`config.mk`:
```
export PLATFORM = sky130hd
export DESIGN_NAME = simd_cmp_mask
export DESIGN_NICKNAME = d
export VERILOG_FILES = /design/src/rtl/simd_cmp_pkg.sv /design/src/rtl/simd_cmp_decode.sv /design/src/rtl/simd_cmp_lanes.sv /design/src/rtl/simd_cmp_pack.sv /design/src/rtl/simd_cmp_mask.sv
export SDC_FILE = /design/constraint.sdc
export NUM_CORES = 1
export LEC_CHECK = 0
export ABC_AREA = 1
export BUFFER_PORTS_ARGS = -buffer_cell sky130_fd_sc_hd__buf_2
export CAP_MARGIN = 40
export CORE_AREA = 2 2 158 160
export CTS_BUF_LIST = sky130_fd_sc_hd__clkbuf_2 sky130_fd_sc_hd__clkbuf_4 sky130_fd_sc_hd__clkbuf_8
export CTS_CLUSTER_DIAMETER = 150
export CTS_CLUSTER_SIZE = 28
export DETAILED_ROUTE_END_ITERATION = 8
export DIE_AREA = 0 0 160 162
export PLACE_DENSITY = 0.5
export SLEW_MARGIN = 5
export SYNTH_ARGS = -nofsm -noshare
export SYNTH_HDL_FRONTEND = slang
export SYNTH_HIERARCHICAL = 1
export SYNTH_SLANG_ARGS = --single-unit
export TNS_END_PERCENT = 1
```
`constraint.sdc`:
```
create_clock -name clk -period 2.1 [get_ports clk]
set_clock_uncertainty 0.2 [all_clocks]
set_input_delay 0.315 -clock clk [delete_from_list [all_inputs] [get_ports clk]]
set_output_delay 0.315 -clock clk [all_outputs]
set_load 0.02 [all_outputs]
```
`src/rtl/simd_cmp_pkg.sv`:
```
package simd_cmp_pkg;

    typedef enum logic {
        LW_NARROW = 1'b0,
        LW_WIDE   = 1'b1
    } lane_w_e;

    typedef enum logic [1:0] {
        CND_GT = 2'd0,
        CND_EQ = 2'd1,
        CND_LE = 2'd2,
        CND_NE = 2'd3
    } cond_e;

    typedef struct packed {
        logic    legal;
        lane_w_e width;
        cond_e   cond;
    } op_dec_t;

    typedef enum logic [1:0] {
        ST_IDLE = 2'd0,
        ST_DONE = 2'd1,
        ST_BAD  = 2'd2
    } cmp_state_e;

endpackage

```
`src/rtl/simd_cmp_decode.sv`:
```
module simd_cmp_decode
    import simd_cmp_pkg::*;
#(
    parameter int OP_W = 9
) (
    input  logic [OP_W-1:0] opcode,
    output op_dec_t         dec
);

    always_comb begin
        dec = '{legal: 1'b1, width: LW_NARROW, cond: CND_GT};
        unique case (opcode)
            OP_W'(9'h020): begin dec.width = LW_NARROW; dec.cond = CND_LE; end
            OP_W'(9'h022): begin dec.width = LW_NARROW; dec.cond = CND_NE; end
            OP_W'(9'h024): begin dec.width = LW_WIDE;   dec.cond = CND_LE; end
            OP_W'(9'h026): begin dec.width = LW_WIDE;   dec.cond = CND_NE; end
            OP_W'(9'h028): begin dec.width = LW_NARROW; dec.cond = CND_GT; end
            OP_W'(9'h02A): begin dec.width = LW_NARROW; dec.cond = CND_EQ; end
            OP_W'(9'h02C): begin dec.width = LW_WIDE;   dec.cond = CND_GT; end
            OP_W'(9'h02E): begin dec.width = LW_WIDE;   dec.cond = CND_EQ; end
            default:       dec.legal = 1'b0;
        endcase
    end

endmodule

```
`src/rtl/simd_cmp_lanes.sv`:
```
module simd_cmp_lanes #(
    parameter int DATA_W = 64,
    parameter int LANE_W = 16,
    localparam int LANES = DATA_W / LANE_W
) (
    input  logic [DATA_W-1:0] a,
    input  logic [DATA_W-1:0] b,
    output logic [LANES-1:0]  gt,
    output logic [LANES-1:0]  eq
);

    for (genvar g = 0; g < LANES; g++) begin : g_lane
        logic signed [LANE_W-1:0] la;
        logic signed [LANE_W-1:0] lb;
        assign la    = a[g*LANE_W +: LANE_W];
        assign lb    = b[g*LANE_W +: LANE_W];
        assign gt[g] = la > lb;
        assign eq[g] = la == lb;
    end

endmodule

```
`src/rtl/simd_cmp_pack.sv`:
```
module simd_cmp_pack
    import simd_cmp_pkg::*;
#(
    parameter int DATA_W = 64,
    parameter int N_LANES = 4,
    parameter int W_LANES = 2
) (
    input  lane_w_e           width,
    input  cond_e             cond,
    input  logic [N_LANES-1:0] n_gt,
    input  logic [N_LANES-1:0] n_eq,
    input  logic [W_LANES-1:0] w_gt,
    input  logic [W_LANES-1:0] w_eq,
    output logic [DATA_W-1:0]  mask
);

    logic [N_LANES-1:0] n_sel;
    logic [W_LANES-1:0] w_sel;

    always_comb begin
        unique case (cond)
            CND_GT: begin n_sel = n_gt;  w_sel = w_gt;  end
            CND_EQ: begin n_sel = n_eq;  w_sel = w_eq;  end
            CND_LE: begin n_sel = ~n_gt; w_sel = ~w_gt; end
            CND_NE: begin n_sel = ~n_eq; w_sel = ~w_eq; end
            default: begin n_sel = '0;   w_sel = '0;    end
        endcase
    end

    always_comb begin
        mask = '0;
        if (width == LW_NARROW) mask[N_LANES-1:0] = n_sel;
        else                    mask[W_LANES-1:0] = w_sel;
    end

endmodule

```
`src/rtl/simd_cmp_mask.sv`:
```
module simd_cmp_mask
    import simd_cmp_pkg::*;
#(
    parameter int DATA_W   = 64,
    parameter int OP_W     = 9,
    parameter int NARROW_W = 16,
    parameter int WIDE_W   = 32
) (
    input  logic              clk,
    input  logic              rst,
    input  logic              in_valid,
    input  logic [OP_W-1:0]   opcode,
    input  logic [DATA_W-1:0] src_a,
    input  logic [DATA_W-1:0] src_b,
    output logic [DATA_W-1:0] result,
    output logic              res_valid,
    output logic              illegal_op
);

    localparam int N_LANES = DATA_W / NARROW_W;
    localparam int W_LANES = DATA_W / WIDE_W;

    op_dec_t            dec;
    logic [N_LANES-1:0] n_gt, n_eq;
    logic [W_LANES-1:0] w_gt, w_eq;
    logic [DATA_W-1:0]  mask;
    logic [DATA_W-1:0]  result_q;
    cmp_state_e         state_q, state_d;

    simd_cmp_decode #(.OP_W(OP_W)) u_dec (
        .opcode (opcode),
        .dec    (dec)
    );

    simd_cmp_lanes #(.DATA_W(DATA_W), .LANE_W(NARROW_W)) u_narrow (
        .a  (src_a),
        .b  (src_b),
        .gt (n_gt),
        .eq (n_eq)
    );

    simd_cmp_lanes #(.DATA_W(DATA_W), .LANE_W(WIDE_W)) u_wide (
        .a  (src_a),
        .b  (src_b),
        .gt (w_gt),
        .eq (w_eq)
    );

    simd_cmp_pack #(.DATA_W(DATA_W), .N_LANES(N_LANES), .W_LANES(W_LANES)) u_pack (
        .width (dec.width),
        .cond  (dec.cond),
        .n_gt  (n_gt),
        .n_eq  (n_eq),
        .w_gt  (w_gt),
        .w_eq  (w_eq),
        .mask  (mask)
    );

    always_comb begin
        if (!in_valid)      state_d = ST_IDLE;
        else if (dec.legal) state_d = ST_DONE;
        else                state_d = ST_BAD;
    end

    always_ff @(posedge clk) begin
        if (rst) begin
            state_q  <= ST_IDLE;
            result_q <= '0;
        end else begin
            state_q <= state_d;
            if (in_valid) result_q <= dec.legal ? mask : '0;
        end
    end

    always_comb begin
        res_valid  = 1'b0;
        illegal_op = 1'b0;
        unique case (state_q)
            ST_IDLE: ;
            ST_DONE: res_valid  = 1'b1;
            ST_BAD:  illegal_op = 1'b1;
            default: ;
        endcase
    end

    assign result = result_q;


    legal_done_chk: assert property (@(posedge clk) disable iff (rst)
        (in_valid && dec.legal) |=> (res_valid && !illegal_op));


    bad_zero_chk: assert property (@(posedge clk) disable iff (rst)
        (in_valid && !dec.legal) |=> (illegal_op && !res_valid && result == '0));


    idle_hold_chk: assert property (@(posedge clk) disable iff (rst)
        !in_valid |=> (!res_valid && !illegal_op && $stable(result)));


    narrow_upper_chk: assert property (@(posedge clk) disable iff (rst)
        (in_valid && dec.legal && dec.width == LW_NARROW) |=> (result[DATA_W-1:N_LANES] == '0));


    wide_upper_chk: assert property (@(posedge clk) disable iff (rst)
        (in_valid && dec.legal && dec.width == LW_WIDE) |=> (result[DATA_W-1:W_LANES] == '0));

endmodule

```
==> out/metrics.cfg <==
[status]
outcome = finished clean

[cts]
insertion_delay_ns = 0.34
clock_sink_count = 66
cts-htree-levels = 3
root_buffer = clkbuf_8
numCtsBuffers = 9
clk_pin_slew_ns = 0.07
tritoncts = built
clock_path_buffers = 2

[critical_path]
path_class = in2reg
start_kind = input pin
worst_setup_path_end_kind = register
crit_fanout = 2
cp.arrival_ns = 2.03
required_ns = 2.13
reg2regPathDepth = 2

[grt]
grt_max_degree = 68
gr-total-overflow = 0
grt_use_total_pct = 13.53
grt_pass1_vias = 6317
grt_pass1_wl_um = 29280
antenna_found_initial = 0

[worst_hold_path]
hold_depth = 2
worstHoldPathType = reg2reg

[finish]
layout.cells.non_filler = 1613
antenna_cells = 0
syn_to_final_growth_pct = 38.14
fill_cells = 2646
final_common_cell = nand2_1
stdcell_area_um2 = 9535
final_layout_size_suffix_gt1_share_pct = 34.76
mostFrequentLayoutCells = nand2_1 (197), buf_2 (185), inv_1 (159)
utilization_pct = 39.56
final_nets = 1552

[yosys]
synth_area_leader_cell = ha_1
postSynthAreaPerCell_um2 = 6.869
ys_seq_area_share_pct = 19.14
syn_inst = 1005
yosys_warnings = 6
syn_area_um2 = 6903
ys_ff_latch = 66
ys_types = 30
synthTopCellsByArea = ha_1 (23%), dfxtp_1 (19%), nand2_1 (12%)
synth.top_cell.area_share_pct = 23.20

[pwr]
cellPowerDensity_nw_per_um2 = 387.8
vdd_ir_drop_max_uv = 239.4
p_leak_uw = 0.005506

[place]
placed_cells = 1591
hpwl_um = 14280
gp_congestion = 0.7796
placed_area_um2 = 8488
port_buffers = 205
pre_cts_slack_ns = -0.2726

[floorplan]
row_count = 57
die_h_um = 162
fp.dieW_um = 160
initial_core_util_pct = 28.64
dieArea_um2 = 25920
core_um2 = 24110
num_io_pins = 206

[sta]
rsz0062_at_grt = yes
finalSetupViolations = 0
drv_slew = 0
clock.fmax_ghz = 0.5014
finalHoldViolCount = 0
post-route-period-util_pct = 94.96
worst_hold_slack_ns = 0.2694
min_period_ns = 1.994
final.setup.worst_slack_ns = 0.1058

[routing]
wl_per_cell_um = 11.44
vias_per_cell = 4.231
route.detailed.drc = 0
vias = 6824
totalWireLength_um = 18450
drtAntennaViolNets = 0
drtPass1Iterations = 6
drtIter0Drc = 216

[flow_run]
max-cap-violations = 0

==> cell usage after synthesis, drive strengths merged <==
library cell,n
ha,128
conb,1
nand4,73
buf,94
nor2,58
inv,187
o21ai,11
a21o,5
a21oi,53
clkinv,1
nand2,217
nor4,2
o21a,2
clkbuf,2
nand3,93
dfxtp,66
o21bai,4
nor3,7
nand3b,1
==> path summary, 6_finish.rpt <==
kind	start	end	slack (ns)
hold / removal	result[10]	result[10]	0.27
setup reg to reg	result[41]	result[41]	1.30
hold reg to reg	result[10]	result[10]	0.27
setup / recovery	src_b[27]	result[0]	0.11
==> stage by stage <==
stage          total power [uW]  setup TNS (ns)
6_report                   3698               0
5_1_grt                    3998        -0.06942
4_1_cts                    3563               0
3_5_place_dp               2386         -0.8854
3_3_place_gp               2376         -0.8700
2_1_floorplan              2032               0
==> critical path, stage by stage <==
cell and delay (ns):
buf_2 0.09, inv_2 0.04, ha_4 0.27, nand2_4 0.05, nor2_4 0.08, nand2_2 0.08
nor4_4 0.31, nand2_2 0.11, nand3_2 0.08, nand2_1 0.06, nor2_2 0.12, nand2_1 0.07
nand3_2 0.06, nand2_1 0.05, nand2_1 0.05, nand2_1 0.04, nand4_1 0.08, nand2_1 0.06
==> final cells by class <==
cell class              count  area [um^2]  area share [%]
flip-flops and latches     66         1321           13.86
clock inverters             4        50.05          0.5249
well taps                 324        405.4           4.251
inverters                 188        714.4           7.492
clock buffers              12        158.9           1.666
multi-input cells         714         4969           52.11
repair buffers            305         1917           20.10
==> flip-flops by register name (all words and copies together) (netlist names) <==
name,flops
state_q,2
result,64
==> timing repair <==
| item | CTS | global route |
|---|---|---|
| resized for setup | 0 | 153 |
| hold endpoints to repair | 2 | 0 |
| setup buffers | 0 | 5 |
| setup endpoints to repair | 0 | 3 |
| hold buffers | 1 | 0 |
==> metal layers <==
layer | wire (um) | track usage (%) | up-vias
met5 | 0 | 0 | -
met4 | 125 | 2.498 | 0
met3 | 878 | 3.192 | 9
met2 | 8632 | 23.30 | 133
met1 | 8808 | 17.41 | 2969
li1 | - | - | 3713
==> power by group <==
part           total [uW]  internal, uW  switching, uW
logic                1320           622            695
clock network        1120           625            499
registers            1260          1260           2.59
total                3700          2500           1200
==> logic make-up after synthesis <==
group,share of synthesized area (%)
other cells,0.05433
flops,19.14
compound gates,5.855
simple gates,30.09
buf+inv,21.66
fa+ha+maj,23.20
(Power assumes the default switching activity.)
